### config.mk
export PLATFORM = sky130hd
export DESIGN_NAME = i2s_capture_core
export DESIGN_NICKNAME = d
export VERILOG_FILES = /design/src/rtl/i2s_cap_pkg.sv /design/src/rtl/i2s_pin_sync.sv /design/src/rtl/i2s_deser.sv /design/src/rtl/i2s_pingpong.sv /design/src/rtl/i2s_capture_core.sv
export SDC_FILE = /design/constraint.sdc
export NUM_CORES = 1
export LEC_CHECK = 0
export ABC_CLOCK_PERIOD_IN_PS = 12530
export BUFFER_PORTS_ARGS = -buffer_cell sky130_fd_sc_hd__clkbuf_2
export CORE_ASPECT_RATIO = 0.5
export CORE_MARGIN = 2
export CORE_UTILIZATION = 35
export CTS_CLUSTER_SIZE = 25
export DETAILED_ROUTE_END_ITERATION = 10
export SLEW_MARGIN = 20
export SYNTH_ARGS = -nofsm -noshare
export SYNTH_HDL_FRONTEND = slang
export SYNTH_SLANG_ARGS = --single-unit
export TNS_END_PERCENT = 1
### constraint.sdc
create_clock -name clk -period 12.53 [get_ports clk]
set_input_delay 2.506 -clock clk [delete_from_list [all_inputs] [get_ports clk]]
set_output_delay 2.506 -clock clk [all_outputs]
set_load 0.02 [all_outputs]
### src/rtl/i2s_cap_pkg.sv
package i2s_cap_pkg;

    // Control fields, packed so that bit 0 is the enable and bit 8 the overrun interrupt enable
    typedef struct packed {
        logic       ien_ovr;
        logic       ien_b1;
        logic       ien_b0;
        logic       raw;
        logic       early;
        logic       sign_inv;
        logic [1:0] fmt;
        logic       en;
    } cap_ctl_t;

    localparam int CTL_W   = 9;
    localparam int RST_BIT = 31;
    localparam int WORD_W  = 32;
    localparam int HALF_W  = WORD_W / 2;
    localparam int CNT_W   = $clog2(WORD_W + 1);

endpackage

### src/rtl/i2s_pin_sync.sv
module i2s_pin_sync #(
    parameter int STAGES = 2
) (
    input  logic clk,
    input  logic rst_n,
    input  logic sck_i,
    input  logic ws_i,
    input  logic sd_i,
    output logic sck_rise,
    output logic ws_s,
    output logic sd_s
);

    typedef struct packed {
        logic [STAGES-1:0] sck;
        logic [STAGES-1:0] ws;
        logic [STAGES-1:0] sd;
        logic              sck_prev;
    } sync_st_t;

    sync_st_t s_d, s_q;

    always_comb begin
        s_d          = s_q;
        s_d.sck      = {s_q.sck[STAGES-2:0], sck_i};
        s_d.ws       = {s_q.ws[STAGES-2:0],  ws_i};
        s_d.sd       = {s_q.sd[STAGES-2:0],  sd_i};
        s_d.sck_prev = s_q.sck[STAGES-1];
    end

    always_ff @(posedge clk or negedge rst_n) begin
        if (!rst_n) s_q <= '0;
        else        s_q <= s_d;
    end

    assign sck_rise = s_q.sck[STAGES-1] & ~s_q.sck_prev;
    assign ws_s     = s_q.ws[STAGES-1];
    assign sd_s     = s_q.sd[STAGES-1];

endmodule

### src/rtl/i2s_deser.sv
module i2s_deser
    import i2s_cap_pkg::*;
(
    input  logic              clk,
    input  logic              rst_n,
    input  logic              clr,
    input  logic              en,
    input  logic [1:0]        fmt,
    input  logic              sign_inv,
    input  logic              early,
    input  logic              raw,
    input  logic              bit_stb,
    input  logic              ws,
    input  logic              sd,
    output logic              word_stb,
    output logic [WORD_W-1:0] word_data
);

    typedef struct packed {
        logic              ws_prev;
        logic              primed;
        logic              have;
        logic              chan;
        logic [CNT_W-1:0]  cnt;
        logic [WORD_W-1:0] shreg;
        logic              half;
        logic [HALF_W-1:0] hold;
        logic [1:0]        rawcnt;
        logic [WORD_W-1:0] word;
        logic              stb;
    } deser_st_t;

    deser_st_t ds_d, ds_q;

    logic [WORD_W-1:0] sh;
    logic [WORD_W-1:0] aligned;
    logic [WORD_W-1:0] samp;
    logic [CNT_W-1:0]  cnt;
    logic [CNT_W-1:0]  wbits;
    logic              chg;

    always_comb begin
        ds_d     = ds_q;
        ds_d.stb = 1'b0;
        sh       = ds_q.shreg;
        cnt      = ds_q.cnt;
        wbits    = fmt[1] ? CNT_W'(HALF_W) : CNT_W'(WORD_W);
        chg      = 1'b0;
        aligned  = '0;
        samp     = '0;
        if (clr || !en) begin
            ds_d = '0;
        end else if (bit_stb) begin
            if (raw) begin
                ds_d.shreg  = {ds_q.shreg[WORD_W-9:0], 6'b0, ws, sd};
                ds_d.rawcnt = ds_q.rawcnt + 2'd1;
                if (ds_q.rawcnt == 2'd3) begin
                    ds_d.word = {ds_q.shreg[WORD_W-9:0], 6'b0, ws, sd};
                    ds_d.stb  = 1'b1;
                end
            end else begin
                chg          = ds_q.primed && (ws != ds_q.ws_prev);
                ds_d.ws_prev = ws;
                ds_d.primed  = 1'b1;
                // bit belongs to the running sample unless early timing hands it to the next one
                if (ds_q.have && (cnt < wbits) && !(chg && early)) begin
                    sh  = {sh[WORD_W-2:0], sd};
                    cnt = cnt + CNT_W'(1);
                end
                if (chg) begin
                    if (ds_q.have) begin
                        aligned = sh << (wbits - cnt);
                        samp    = aligned;
                        if (sign_inv) samp = aligned ^ (WORD_W'(1) << (wbits - CNT_W'(1)));
                        if (fmt[0] || !ds_q.chan) begin
                            if (!fmt[1]) begin
                                ds_d.word = samp;
                                ds_d.stb  = 1'b1;
                            end else if (!ds_q.half) begin
                                ds_d.hold = samp[HALF_W-1:0];
                                ds_d.half = 1'b1;
                            end else begin
                                ds_d.word = {ds_q.hold, samp[HALF_W-1:0]};
                                ds_d.stb  = 1'b1;
                                ds_d.half = 1'b0;
                            end
                        end
                    end
                    ds_d.have = 1'b1;
                    ds_d.chan = ws;
                    if (early) begin
                        sh  = {{(WORD_W-1){1'b0}}, sd};
                        cnt = CNT_W'(1);
                    end else begin
                        sh  = '0;
                        cnt = '0;
                    end
                end
                ds_d.shreg = sh;
                ds_d.cnt   = cnt;
            end
        end
    end

    always_ff @(posedge clk or negedge rst_n) begin
        if (!rst_n) ds_q <= '0;
        else        ds_q <= ds_d;
    end

    assign word_stb  = ds_q.stb;
    assign word_data = ds_q.word;

    // a disabled engine emits nothing on the following cycle
    a_r1_silent_when_off: assert property (@(posedge clk) disable iff (!rst_n)
        !en |=> !word_stb);

    // the bit counter never runs past one full word
    a_r7_count_bounded: assert property (@(posedge clk) disable iff (!rst_n)
        ds_q.cnt <= CNT_W'(WORD_W));

endmodule

### src/rtl/i2s_pingpong.sv
module i2s_pingpong
    import i2s_cap_pkg::*;
#(
    parameter int LEN_W = 16
) (
    input  logic              clk,
    input  logic              rst_n,
    input  logic              clr,
    input  logic [LEN_W-1:0]  len,
    input  logic              word_stb,
    input  logic [WORD_W-1:0] word_data,
    input  logic              out_ready,
    input  logic [2:0]        flag_clr,
    output logic              out_valid,
    output logic [WORD_W-1:0] out_data,
    output logic              out_buf,
    output logic [1:0]        full,
    output logic              ovr
);

    typedef struct packed {
        logic              valid;
        logic [WORD_W-1:0] data;
        logic              sel;
        logic [LEN_W-1:0]  cnt;
        logic [1:0]        full;
        logic              ovr;
    } pp_st_t;

    pp_st_t pp_d, pp_q;
    logic   hs;

    always_comb begin
        pp_d      = pp_q;
        hs        = pp_q.valid && out_ready;
        pp_d.full = pp_q.full & ~flag_clr[1:0];
        pp_d.ovr  = pp_q.ovr & ~flag_clr[2];
        if (hs) begin
            pp_d.valid = 1'b0;
            if (({1'b0, pp_q.cnt} + (LEN_W+1)'(1)) >= {1'b0, len}) begin
                pp_d.cnt            = '0;
                pp_d.full[pp_q.sel] = 1'b1;
                pp_d.sel            = ~pp_q.sel;
            end else begin
                pp_d.cnt = pp_q.cnt + LEN_W'(1);
            end
        end
        if (word_stb) begin
            if (!pp_q.valid || hs) begin
                pp_d.valid = 1'b1;
                pp_d.data  = word_data;
            end else begin
                pp_d.ovr = 1'b1;
            end
        end
        if (clr) pp_d = '0;
    end

    always_ff @(posedge clk or negedge rst_n) begin
        if (!rst_n) pp_q <= '0;
        else        pp_q <= pp_d;
    end

    assign out_valid = pp_q.valid;
    assign out_data  = pp_q.data;
    assign out_buf   = pp_q.sel;
    assign full      = pp_q.full;
    assign ovr       = pp_q.ovr;

    // a stalled word and its tag are held unchanged
    a_r11_hold_while_stalled: assert property (@(posedge clk) disable iff (!rst_n || clr)
        out_valid && !out_ready |=> out_valid && $stable(out_data) && $stable(out_buf));

    // leaving a buffer always leaves its full flag raised
    a_r9_flag_on_switch: assert property (@(posedge clk) disable iff (!rst_n || clr)
        (out_buf != $past(out_buf)) |-> full[$past(out_buf)]);

endmodule

### src/rtl/i2s_capture_core.sv
module i2s_capture_core
    import i2s_cap_pkg::*;
#(
    parameter int LEN_W       = 16,
    parameter int RST_CYCLES  = 4,
    parameter int SYNC_STAGES = 2
) (
    input  logic        clk,
    input  logic        rst_n,
    input  logic        sck_i,
    input  logic        ws_i,
    input  logic        sd_i,
    input  logic        cfg_wr,
    input  logic        cfg_sel,
    input  logic [31:0] cfg_wdata,
    input  logic [2:0]  flag_clr,
    output logic        out_valid,
    input  logic        out_ready,
    output logic [31:0] out_data,
    output logic        out_buf,
    output logic [1:0]  full_o,
    output logic        ovr_o,
    output logic        irq_o,
    output logic        busy_o
);

    localparam int RC_W = $clog2(RST_CYCLES + 1);

    typedef struct packed {
        cap_ctl_t         ctl;
        logic [LEN_W-1:0] len;
        logic [RC_W-1:0]  rcnt;
    } top_st_t;

    top_st_t t_d, t_q;
    logic    busy;
    logic    unused_cfg;

    assign unused_cfg = ^cfg_wdata[RST_BIT-1:CTL_W];

    always_comb begin
        t_d  = t_q;
        busy = (t_q.rcnt != '0);
        if (busy) begin
            t_d.rcnt = t_q.rcnt - RC_W'(1);
        end else if (cfg_wr) begin
            if (!cfg_sel) begin
                if (cfg_wdata[RST_BIT]) begin
                    t_d.ctl  = '0;
                    t_d.rcnt = RC_W'(RST_CYCLES);
                end else begin
                    t_d.ctl = cap_ctl_t'(cfg_wdata[CTL_W-1:0]);
                end
            end else begin
                t_d.len = cfg_wdata[LEN_W-1:0];
            end
        end
    end

    always_ff @(posedge clk or negedge rst_n) begin
        if (!rst_n) t_q <= '0;
        else        t_q <= t_d;
    end

    logic              bit_stb, ws_s, sd_s;
    logic              word_stb;
    logic [WORD_W-1:0] word_data;

    i2s_pin_sync #(.STAGES(SYNC_STAGES)) u_sync (
        .clk      (clk),
        .rst_n    (rst_n),
        .sck_i    (sck_i),
        .ws_i     (ws_i),
        .sd_i     (sd_i),
        .sck_rise (bit_stb),
        .ws_s     (ws_s),
        .sd_s     (sd_s)
    );

    i2s_deser u_deser (
        .clk       (clk),
        .rst_n     (rst_n),
        .clr       (busy),
        .en        (t_q.ctl.en),
        .fmt       (t_q.ctl.fmt),
        .sign_inv  (t_q.ctl.sign_inv),
        .early     (t_q.ctl.early),
        .raw       (t_q.ctl.raw),
        .bit_stb   (bit_stb),
        .ws        (ws_s),
        .sd        (sd_s),
        .word_stb  (word_stb),
        .word_data (word_data)
    );

    i2s_pingpong #(.LEN_W(LEN_W)) u_pp (
        .clk       (clk),
        .rst_n     (rst_n),
        .clr       (busy),
        .len       (t_q.len),
        .word_stb  (word_stb),
        .word_data (word_data),
        .out_ready (out_ready),
        .flag_clr  (flag_clr),
        .out_valid (out_valid),
        .out_data  (out_data),
        .out_buf   (out_buf),
        .full      (full_o),
        .ovr       (ovr_o)
    );

    assign busy_o = busy;
    assign irq_o  = (full_o[0] & t_q.ctl.ien_b0) | (full_o[1] & t_q.ctl.ien_b1)
                  | (ovr_o & t_q.ctl.ien_ovr);

    // the stream is empty from the cycle after a busy cycle
    a_r12_idle_during_reset: assert property (@(posedge clk) disable iff (!rst_n)
        busy_o |=> !out_valid && (full_o == 2'b00) && !ovr_o);

    // an interrupt always has a raised flag behind it
    a_r10_irq_has_source: assert property (@(posedge clk) disable iff (!rst_n)
        irq_o |-> (full_o != 2'b00) || ovr_o);

endmodule

Word-level counts from Yosys, hierarchy flattened. Index checks and enable logic that the tools add are counted. Widths: inputs -> output; s select.

Flip-flop bits (word level): 182. Word-level logic and storage cells: 158.

Add/subtract/negate cells: 7. Magnitude comparators: 4. Equality and inequality tests: 7. Shift-type cells: 2. Multiplexer cells: 51. Bitwise operators: 16. Reduce and logical (&&, ||, !) cells: 40.

Operator list (count): $mux 33 (9); $mux 32 (7); $mux 94 (2); $mux 17 (5); $mux 53 (1); $mux 6 (6); $mux 16 (2); $shl 1x6->32 const A (1); $shl 32x6->32 (1); $xor 32x32->32 (1); $reduce_bool 2->1 (12); $mux 19 (1); $add 16x1->17 const B (1); $ge 17x16->1 (1); $add 16x1->16 const B (1); $mux 3 (4); $reduce_and 3->1 (4); $reduce_and 6->1 (2); $reduce_bool 3->1 (4); $mux 10 (1); $mux 9 (1); $mux 1 (8); $reduce_and 2->1 (4); $reduce_and 7->1 (1); other kinds (25) (47).

Depth between registers and ports, before layout.
Word-level depth: 21. Gate-level depth with buffers: 18. Depth with buffers taken out: 16.

Hierarchy. Synthesis repeated with hierarchy kept, for this count alone.

Cells, all modules: 1108. Area total of the unflattened synthesis: 10787.8 µm².

By module, submodules not included: i2s_deser (times used 1, cells an instance 734, area each 6471.2 µm²); i2s_pingpong (times used 1, cells an instance 289, area each 2981.6 µm²); i2s_capture_core (times used 1, cells an instance 77, area each 1146.1 µm²); i2s_pin_sync (times used 1, cells an instance 8, area each 188.9 µm²).

Least setup slack after synthesis. Ideal clock, no wire load.

Path kind: register to register. Start point: register t_q[21] (netlist bit). End point: register u_deser.ds_q (netlist bit u_deser.word_data[25]). Arrival: 3.800 ns. Data required time: 12.404 ns. Path slack: 8.604 ns. Cell stages (with the launch flop): 16. Path buffers: 6. Cells stage by stage: dfrtp_1 > buf_2 > nor2b_1 > o221a_2 > buf_6 > buf_2 > buf_4 > nand4_1 > xor2_1 > ha_1 > or3_1 > o211ai_1 > clkbuf_1 > clkbuf_1 > a21oi_1 > a221o_1.

Word-level cells in the longest chain between the ends: 19. Elaborated cells between the ends (all ways): 27.

Ends and longest elaborated chain: from (decl) (line i2s_capture_core.sv:35) `top_st_t t_d, t_q;`; from (signal assigned) (line i2s_capture_core.sv:62) `else t_q <= t_d;`; $mux 6 (line i2s_deser.sv:47) `wbits = fmt[1] ? CNT_W'(HALF_W) : CNT_W'(WORD_W);`; $lt 6x6->1 (line i2s_deser.sv:66) `if (ds_q.have && (cnt < wbits) && !(chg && early)) begin`; $logic_and 1x1->1 (2 in series) (line i2s_deser.sv:66); $mux 6 (line i2s_deser.sv:66); $mux 6 (line i2s_deser.sv:54) `if (raw) begin`; $mux 6 (line i2s_deser.sv:53) `end else if (bit_stb) begin`; $mux 6 (line i2s_deser.sv:51) `if (clr || !en) begin`; $sub 6x6->6 (line i2s_deser.sv:72) `aligned = sh << (wbits - cnt);`; [... 2 more ...]; $mux 32 (line i2s_deser.sv:74) `if (sign_inv) samp = aligned ^ (WORD_W'(1) << (wbits - CNT_W'(1)));`; $mux 33 (line i2s_deser.sv:76) `if (!fmt[1]) begin`; $mux 33 (line i2s_deser.sv:75) `if (fmt[0] || !ds_q.chan) begin`; $mux 33 (line i2s_deser.sv:71) `if (ds_q.have) begin`; $mux 33 (line i2s_deser.sv:70) `if (chg) begin`; $mux 33 (line i2s_deser.sv:54); $mux 94 (line i2s_deser.sv:53); $mux 94 (line i2s_deser.sv:51); to (signal assigned) (line i2s_deser.sv:107) `else ds_q <= ds_d;`; to (decl) (line i2s_deser.sv:33) `deser_st_t ds_d, ds_q;`.

Several ways; a longest one is shown, not always the timed one. The select of a mux whose other input is x is not followed. A chain may end at the register's enable or synchronous reset.

Final worst setup path.
Start point: register t_q[21] (netlist bit). End point: register u_deser.ds_q (netlist bit u_deser.word_data[31]).

The elaborated chain is that of the path after synthesis.

==> impl_results.md <==
- Status: completed
- Tcrit/Tclk final: between 30 and 40%
- Clock buffer depth: 2
- Synth top area share: about 44%
- Pre-antenna DRT Iters: 6
- CTS Buf Count: 17
- Reg2reg end: u_deser.word_data[31]$_DFFE_PN0P_
- Crit path time final: 4826 ps
- Synth Flop Type: dfrtp_1
- Placement row count: 44
- Most instantiated library cell after synthesis: dfrtp_1
- Final Max Slew Viols: 0
- Cells after synthesis: 1080
- Most instantiated cells after synthesis: dfrtp_1, nor2_1, nand2_1
- Synth unique cells: 62
- Startpoint Class: register
- Fmax: 207.2 MHz
- Required @ worst endpoint: roughly 13000 ps
- Final cell count without fillers: 1482
- DRT antenna net count: 0
- First-pass GRT wire length: 45.06 mm
- RSZ-0062 raised after global routing: no
- Die ar.: 31220 um2
- Critical Path AT: 5210 ps
- PostCTS Resize Cnt: 0
- Vias: 8316
- Setup tns final: 0 ps
- Post-synth top area cell: dfrtp_1
- Die width: 247.9 um
- R2R depth: 13
- Grt ovf: 0
- Final core utilization: 39.28%
- Crit Path Max Fanout: 39
- Ant. Diodes: 0
- Endpoints failing setup: 0
- WL final: ~28 mm
- Synth async-reset ratio: 100.0%
- Cell Area, Synth: between 10000 and 15000 um2
- Leak: 0.005309 uW
- Clock Sinks: 182
- Routed length per instance: 18.97 um
- Max Cap Violations: 0
- Post-route DRC: 0
- Share of layout cells above drive strength 1: 15.67%
- Root buf cell: clkbuf_16
- FF-to-FF setup slack: 7700 ps
- Fillers: between 2000 and 3000
- I/O Buffers: 66
- Synthesis-to-finish area growth: 9.905%
- Fin. Hold Viols: 0
- H-tree Lvls: 4
- Gr usage total: 18.48%
- Vias/cell: ~5.6
- Worst hold start: u_sync.s_d[2]$_DFF_PN0_
- Pwr dens: 124.7 nW/um2
- Final worst setup slack: 7704 ps
- Initial antenna violation count: 0
- TritonCTS clock tree: built
- Post-Syn Nets: 1145
- I/O pins: slightly above 80
- Max transition margin: 22.49%
- Dominant cells by area after synthesis: dfrtp_1, mux2i_1, a22o_1, mux2_2, a222oi_1
- Worst slack at placement: 7776 ps
- Sequential-to-total area share from yosys stat: between 40% and 50%
- Worst flop-to-flop path startpoint: t_q[21]$_DFFE_PN0P_
- Critical path type: reg -> reg
- RePlAce Congestion: ~0.9
- DP Cell Count: approximately 1400
- Clk_lat worst skew: 460 ps
- Post-synth EDFFs: 0
- Peak VDD IR: 0.1076 mV
- Hold endpoint: u_sync.sd_s$_DFF_PN0_
- Initial drt markers: 894
- Post-CTS Setup Inserts: 0
- Die Span Y: about 130 um
- Largest net degree at the start of global routing: 103
- Worst min-delay path category: reg -> reg
- Worst-Margin Slew: 1158 ps
- Hold_buf cts: 0
- Core box area: 29120 um2
- Crit. End Element: register
- Vias in the first global route: 8052
- Synth Area per Inst: 9.638 um2
- Initial Util: 35.74%
- Clock skew: 10.63 ps
- Reg clk slew, reported paths: 70 ps
- Post-synthesis register bit count: 182
- Layout Nets: between 1000 and 1500
- Hold Path Depth: 0
- Synth warn: 0
- Final HPWL DP: 19.74 mm
==> per-layer routing <==
layer  up-vias  GRT usage, %  part of all wire, %
li1       3913             -                    -
met1      4161         26.37                   48
met2       211         28.08                   45
met3        31         4.028                  5.0
met4         0         5.424                  1.8
met5         -             0                    0
==> layout by cell type, fill, tap and decap left out, types with 3 or more instances in the layout <==
cell type  Yosys  layout
dfrtp_1      182     182
nor2_1        89      88
nand2_1       80      80
o21ai_0       71      71
clkbuf_2       0      65
a22o_1        59      59
mux2i_1       54      54
a21oi_1       55      53
inv_1         53      52
mux2_2        44      44
a222oi_1      36      36
nand3_1       26      26
nand2b_1      23      23
ha_1          22      22
clkbuf_16      0      17
nor3_1        17      16
xnor2_1       16      15
buf_4         36      15
a22oi_1       12      12
xor2_1        12      11
o21a_1        11      11
nor2b_1       10      10
o211ai_1      10      10
a31oi_1        9       9
nand4_1        8       8
a211oi_1       8       8
and3_1         7       6
o21ai_1        6       6
or3_1          5       5
and2_1         4       4
inv_6          0       4
inv_8          0       4
a221oi_1       3       3
o221ai_1       3       3
a221o_1        3       3
o22a_1         3       3
a211o_1        3       3
nand3b_1       3       3
==> how the worst max path moves through the flow <==
stage / from / endpoint / slack, ps / cells after the start
global placement: t_q[21]$_DFFE_PN0P_ / u_deser.word_data[24]$_DFFE_PN0P_ / 7830 / 13
finish: t_q[21]$_DFFE_PN0P_ / u_deser.word_data[31]$_DFFE_PN0P_ / 7700 / 13
CTS: t_q[21]$_DFFE_PN0P_ / u_deser.word_data[31]$_DFFE_PN0P_ / 7710 / 13
floorplan: t_q[21]$_DFFE_PN0P_ / u_deser.word_data[25]$_DFFE_PN0P_ / 8600 / 15
global route: t_q[21]$_DFFE_PN0P_ / u_deser.word_data[31]$_DFFE_PN0P_ / 7320 / 13
detailed placement: t_q[21]$_DFFE_PN0P_ / u_deser.word_data[31]$_DFFE_PN0P_ / 7780 / 13
==> state kept, by name, indices dropped and copies added, names as in the netlist <==
name               flops
u_pp.out_buf           1
u_sync.sd_s            1
u_pp.full              2
u_deser.ds_q          61
u_pp.out_valid         1
u_sync.s_q             1
u_pp.out_data         32
u_sync.s_d             4
u_sync.ws_s            1
u_deser.word_data     32
u_deser.word_stb       1
u_pp.ovr               1
u_pp.pp_q             16
t_q                   28
==> final cells by class <==
class	instances	area [um2]	share of cell area (%)
clock buffer	17	425.4	3.719
clock inverter	15	138.9	1.214
inverter	54	202.7	1.772
multi-input combinational	741	5150	45.02
sequential	182	4554	39.81
tap	391	489.2	4.277
timing repair buffer	82	479.2	4.189
==> worst max-delay path: stages (launching register included) <==
cell	delay (ps)
dfrtp_1	530
ha_1	280
nor2b_1	190
o221a_2	920
nand4_1	300
xor2_1	220
ha_1	500
or3_1	200
o211ai_1	90
buf_4	230
a2111oi_0	760
o31ai_2	200
xor2_1	180
a21oi_1	140
==> logic make-up after synthesis <==
kind of cell | synth area share (%)
AOI/OAI and AO/OA | 21.17
buffers and inverters | 7.140
and+or+nand+nor | 12.13
DFF | 43.76
adders and majority gates | 2.645
muxes | 10.39
xor gates and xnor gates | 2.777
==> report_power, final <==
part	internal, uW	switching (uW)	total [uW]
Sequential	628	31.7	660
Clock	263	264	527
Combinational	86.9	153	240
Total	978	449	1430
==> metrics by stage <==
step,hold WS [ps],total power [uW],area (um2)
floorplan,331.2,831.3,10410
detailed placement,344.9,911.3,10850
global placement,340.4,901.5,10840
finish,359.4,1427,11440
CTS,361.8,1440,11410
global route,375.3,1499,11440
Power figures use the tool's default switching activity.
